--- src/rtl/cnt_pkg.sv ---
package cnt_pkg;

   typedef enum logic {
      RST_ASYNC = 1'b0,
      RST_SYNC  = 1'b1
   } rst_kind_e;

   typedef enum logic {
      SEQ_BINARY = 1'b0,
      SEQ_DECADE = 1'b1
   } seq_kind_e;

   // highest legal count value for a given width and sequence
   function automatic int max_count(int width, seq_kind_e seq);
      if (seq == SEQ_DECADE) return 9;
      return (1 << width) - 1;
   endfunction

endpackage

--- src/rtl/cnt_next.sv ---
module cnt_next #(
   parameter int                WIDTH    = 4,
   parameter cnt_pkg::seq_kind_e SEQ_KIND = cnt_pkg::SEQ_BINARY
) (
   input  logic [WIDTH-1:0] cur_i,
   input  logic             load_n_i,
   input  logic [WIDTH-1:0] data_i,
   input  logic             step_i,
   output logic [WIDTH-1:0] nxt_o
);
   localparam logic [WIDTH-1:0] MAX_VAL = WIDTH'(cnt_pkg::max_count(WIDTH, SEQ_KIND));

   logic [WIDTH-1:0] inc_val;

   generate
      if (SEQ_KIND == cnt_pkg::SEQ_DECADE) begin : g_decade
         always_comb begin
            if (cur_i < MAX_VAL)       inc_val = cur_i + WIDTH'(1);
            else if (cur_i == MAX_VAL) inc_val = '0;
            else if (cur_i[0])         inc_val = WIDTH'(4);
            else                       inc_val = cur_i + WIDTH'(1);
         end
      end else begin : g_binary
         always_comb inc_val = cur_i + WIDTH'(1);
      end
   endgenerate

   always_comb begin
      if (!load_n_i)   nxt_o = data_i;
      else if (step_i) nxt_o = inc_val;
      else             nxt_o = cur_i;
   end
endmodule

--- src/rtl/cnt_state_reg.sv ---
module cnt_state_reg #(
   parameter int                WIDTH    = 4,
   parameter cnt_pkg::rst_kind_e RST_KIND = cnt_pkg::RST_ASYNC
) (
   input  logic             clk_i,
   input  logic             rst_n_i,
   input  logic [WIDTH-1:0] d_i,
   output logic [WIDTH-1:0] q_o
);
   generate
      if (RST_KIND == cnt_pkg::RST_ASYNC) begin : g_async
         always_ff @(posedge clk_i or negedge rst_n_i) begin
            if (!rst_n_i) q_o <= '0;
            else          q_o <= d_i;
         end
      end else begin : g_sync
         always_ff @(posedge clk_i) begin
            if (!rst_n_i) q_o <= '0;
            else          q_o <= d_i;
         end
      end
   endgenerate
endmodule

--- src/rtl/cnt_terminal.sv ---
module cnt_terminal #(
   parameter int                WIDTH    = 4,
   parameter cnt_pkg::seq_kind_e SEQ_KIND = cnt_pkg::SEQ_BINARY
) (
   input  logic [WIDTH-1:0] cur_i,
   input  logic             en_t_i,
   output logic             tc_o
);
   localparam logic [WIDTH-1:0] MAX_VAL = WIDTH'(cnt_pkg::max_count(WIDTH, SEQ_KIND));

   logic at_max;

   generate
      if (SEQ_KIND == cnt_pkg::SEQ_DECADE) begin : g_decade
         // 9 is the only code with bits 3 and 0 set and bits 2..1 clear
         assign at_max = cur_i[3] & ~cur_i[2] & ~cur_i[1] & cur_i[0];
      end else begin : g_binary
         assign at_max = (cur_i == MAX_VAL);
      end
   endgenerate

   assign tc_o = en_t_i & at_max;
endmodule

--- src/rtl/presettable_counter.sv ---
module presettable_counter #(
   parameter int                WIDTH    = 4,
   parameter cnt_pkg::rst_kind_e RST_KIND = cnt_pkg::RST_ASYNC,
   parameter cnt_pkg::seq_kind_e SEQ_KIND = cnt_pkg::SEQ_BINARY
) (
   input  logic             clk_i,
   input  logic             rst_n_i,
   input  logic             load_n_i,
   input  logic [WIDTH-1:0] data_i,
   input  logic             en_p_i,
   input  logic             en_t_i,
   output logic [WIDTH-1:0] count_o,
   output logic             tc_o
);
   generate
      if (WIDTH < 1) begin : g_bad_width
         $error("presettable_counter: WIDTH must be at least 1");
      end
      if (SEQ_KIND == cnt_pkg::SEQ_DECADE && WIDTH != 4) begin : g_bad_decade
         $error("presettable_counter: decade sequence needs WIDTH of 4");
      end
   endgenerate

   logic [WIDTH-1:0] cur_q;
   logic [WIDTH-1:0] nxt_d;
   logic             step;

   assign step = en_p_i & en_t_i;

   cnt_next #(.WIDTH(WIDTH), .SEQ_KIND(SEQ_KIND)) u_next (
      .cur_i    (cur_q),
      .load_n_i (load_n_i),
      .data_i   (data_i),
      .step_i   (step),
      .nxt_o    (nxt_d)
   );

   cnt_state_reg #(.WIDTH(WIDTH), .RST_KIND(RST_KIND)) u_reg (
      .clk_i   (clk_i),
      .rst_n_i (rst_n_i),
      .d_i     (nxt_d),
      .q_o     (cur_q)
   );

   cnt_terminal #(.WIDTH(WIDTH), .SEQ_KIND(SEQ_KIND)) u_term (
      .cur_i  (cur_q),
      .en_t_i (en_t_i),
      .tc_o   (tc_o)
   );

   assign count_o = cur_q;
endmodule

--- config.mk ---
export PLATFORM = sky130hd
export DESIGN_NAME = presettable_counter
export DESIGN_NICKNAME = d
export VERILOG_FILES = /design/src/rtl/cnt_pkg.sv /design/src/rtl/cnt_next.sv /design/src/rtl/cnt_state_reg.sv /design/src/rtl/cnt_terminal.sv /design/src/rtl/presettable_counter.sv
export SDC_FILE = /design/constraint.sdc
export NUM_CORES = 1
export LEC_CHECK = 0
export BUFFER_PORTS_ARGS = -buffer_cell sky130_fd_sc_hd__buf_4
export CAP_MARGIN = 0
export CORE_AREA = 2 2 39 41
export DETAILED_ROUTE_END_ITERATION = 8
export DIE_AREA = 0 0 41 43
export GPL_TIMING_DRIVEN = 1
export PLACE_DENSITY = 0.48
export SLEW_MARGIN = 20
export SYNTH_ARGS = -nofsm -noshare
export SYNTH_HDL_FRONTEND = slang
export SYNTH_SLANG_ARGS = --single-unit
--- constraint.sdc ---
create_clock -name clk_i -period 1.51 [get_ports clk_i]
set_clock_uncertainty 0.2 [all_clocks]
set_input_delay 0.0755 -clock clk_i [delete_from_list [all_inputs] [get_ports clk_i]]
set_output_delay 0.0755 -clock clk_i [all_outputs]
set_load 0.1 [all_outputs]
==> key figures <==
Setup path
  – Reg2reg start: u_reg.q_o[1]
  – CP Capture Type: output port
  – Reg2Reg Capture Point: u_reg.q_o[3]
  – CP Buf/Inv Count: 1
  – Req. time, crit path: 1.23 ns
  – CP Max Fanout: 2
  – Startpoint Class: flip-flop
  – Critical Path Slowest Stage Cell: dfrtp_4
  – R2r setup slk: about 0.13 ns
  – Worst path top cell family by delay: flip-flops
  – CP startpoint: u_reg.q_o[1]
  – Critical setup path kind: flip-flop to output port
  – Worst-path cell chain: ha_4 > and4_4 > buf_12
  – Crit path arrival time: roughly 1.2 ns
  – Crit-path max cell delay: roughly 0.48 ns
  – Worst Reg-to-Reg Cells: 4

Hold path
  – Hold Crit Class: primary input to flip-flop
  – Worst hold stages: 4
  – Hold EP: u_reg.q_o[2]
  – Hold path start: en_t_i

Floorplan
  – Die outline width: 41 µm
  – Die Area: approximately 1800 µm²
  – Chip height: 43 µm
  – IO Count: 14
  – Std cell rows: 14
  – Initial Utilization: 15.73%
  – Core outline area: 1384 µm²

Layout
  – FILL cells: roughly 150
  – Sequential cell area: roughly 110 µm²
  – Share of layout cells above drive strength 1: 53.19%
  – Biggest registers after layout: u_reg.q_o x4
  – Multi-input logic area: 127.6 µm²
  – Max FFs per register: 4
  – Register bank with the most flops: u_reg.q_o
  – Diode count: 0
  – Area Overhead vs Synth: 119.5%
  – Layout net count: 59

Timing
  – Setup ws final: a little over 0.05 ns
  – Max-slew violation count: 0
  – Period Utilization, post-route: a little over nine tenths
  – Slew @ Worst Pin: 0.2802 ns
  – Slew Limit Headroom: roughly four fifths
  – Min Hold Slack: about 0.067 ns
  – RSZ-0062 raised after global routing: false
  – Fmax: approximately 690 MHz
  – Fin Setup TNS: 0 ns
  – Final Critical Period: roughly 1.5 ns
  – Final setup fails: 0
  – Fin. Hold Viols: 0

Synth
  – Number of warnings issued by yosys: 0
  – Seq cells post-synth: 4
  – Syn Nets: 33
  – Most common library cells after synthesis: 4 x dfrtp_1, 4 x nor2_1, 3 x a21oi_1, 2 x nand3_1, 2 x xor2_1
  – Post-synthesis area per instance: about 9.5 µm²
  – Yosys top cell area share: 45.98%
  – Post-synthesis cell count: 23
  – Sequential element share of the synthesized area: between 40% and 50%
  – Post-synth EDFFs: 0
  – Netlist cell types: 13
  – Synth top area cells: dfrtp_1 46%, xor2_1 8.0%, a21oi_1 6.9%, nor2_1 6.9%, ha_1 5.7%
  – Most used flip-flop cell after synthesis: dfrtp_1
  – Post-synth top area cell: dfrtp_1
  – Async set-reset flop share out of synthesis: 100.0%
  – Synthesized cell area: 217.7 µm²

Global route
  – Initial antenna violation count: 0
  – GR Overflow Total: 0
  – Largest net degree at the start of global routing: 9
  – Number of global-route vias before repair: 277
  – First-pass GRT wire length: 1110 µm
  – GRT Overall Usage: about 9.9%

CTS
  – Root Driver: clkbuf_4
  – Skew-Pair Late Insertion Delay: 0.23 ns
  – Clock buffer count from CTS: 3
  – # H-tree levels: 1
  – Worst-path clk slew: 0.04 ns
  – CTS tree: yes
  – TritonCTS sink count: 4
  – Max Buffers Root-to-Sink: 2

Placement
  – Placement Setup Slack: between 0.1 and 0.15 ns
  – Buffers added on ports: 13
  – Gpl congestion: 0.6965

Route
  – DR vias/cell: 3.937
  – DRC: 0
  – TritonRoute pass-1 iters: 2
  – Wire length per cell: 10.40 µm
  – Via count: between 200 and 250
  – First DRT Iteration DRCs: 1
  – Final WL: 655 µm
  – Antenna Violating Nets Remaining: 0

Outcome
  – Status: finished clean

Job
  – Max cap viols: 0

Power
  – Pleak: 0.2061 nW
  – Worst VDD drop: between 0.0004 and 0.0005 V
  – PD cells: 1035 nW/µm²
worst max path at each step:
stage                end  depth (start not counted)
floorplan           tc_o                          2
global placement    tc_o                          3
detailed placement  tc_o                          3
CTS                 tc_o                          3
global route        tc_o                          3
finish              tc_o                          3
per-layer routing:
metal | wire [µm] | part of all wire (%) | track usage (%) | vias up
li1 | - | - | - | 133
met3 | 72 | 11 | 4.712 | 0
met5 | 0 | 0 | 0 | -
met1 | 316 | 48 | 12.30 | 101
met2 | 266 | 41 | 13.13 | 14
met4 | 0 | 0 | 6.000 | 0
area by class of cell:
class / instances / share of cell area (%)
clock buffer: 3 / 4.712
multi-input combinational: 18 / 26.70
sequential: 4 / 23.56
tap: 16 / 4.188
timing repair buffer: 22 / 40.84
kinds of logic (layout without fill, tap and decap cells):
logic type	after synthesis	after routing	synth area share, %
muxes	1	1	4.598
xor gates and xnor gates	2	2	8.047
adders and majority gates	1	1	5.746
DFF	4	4	45.98
AOI/OAI and AO/OA	5	5	12.07
and+or+nand+nor	9	9	21.84
buffers and inverters	1	25	1.722
layout by cell type (no fill, tap or decap), types with 2 or more instances in the layout:
cell type	Yosys	routed
buf_4	0	14
dlygate4sd3_1	0	7
nor2_1	4	4
a21oi_1	3	3
clkbuf_4	0	3
dfrtp_4	0	3
xor2_1	2	2
nand3_1	2	2
worst min-delay path, delay by kind of cell:
kind / cells / cell delay, ns
xor gates and xnor gates: 1 / 0.13
buffers and inverters: 1 / 0.10
AOI/OAI and AO/OA: 1 / 0.08
and+or+nand+nor: 1 / 0.07
stage by stage:
step,utilization (%),cell area (µm²),std cells,power [mW]
after floorplan,-,231.5,23,0.2800
after CTS,34.54,478.0,63,0.5038
after detailed placement,24.95,345.3,51,0.3305
final,34.54,478.0,63,0.4948
after global routing,34.54,478.0,63,0.5270
after global placement,24.95,345.3,51,0.3316
where the power goes:
part / leakage, nW / internal (mW) / switching [mW]
sequential: 0.0418 / 0.128 / 0.0145
combinational: 0.151 / 0.0775 / 0.146
clock: 0.0138 / 0.0887 / 0.0407
timing repair:
| item | 4_1_cts | 5_1_grt |
|---|---|---|
| gates resized for setup | 5 | 0 |
| setup buffers | 2 | 0 |
| setup endpoints to repair | 1 | 0 |
| endpoints found under the hold margin | 8 | 0 |
| hold buffers | 7 | 0 |
Power figures use the tool's default switching activity.
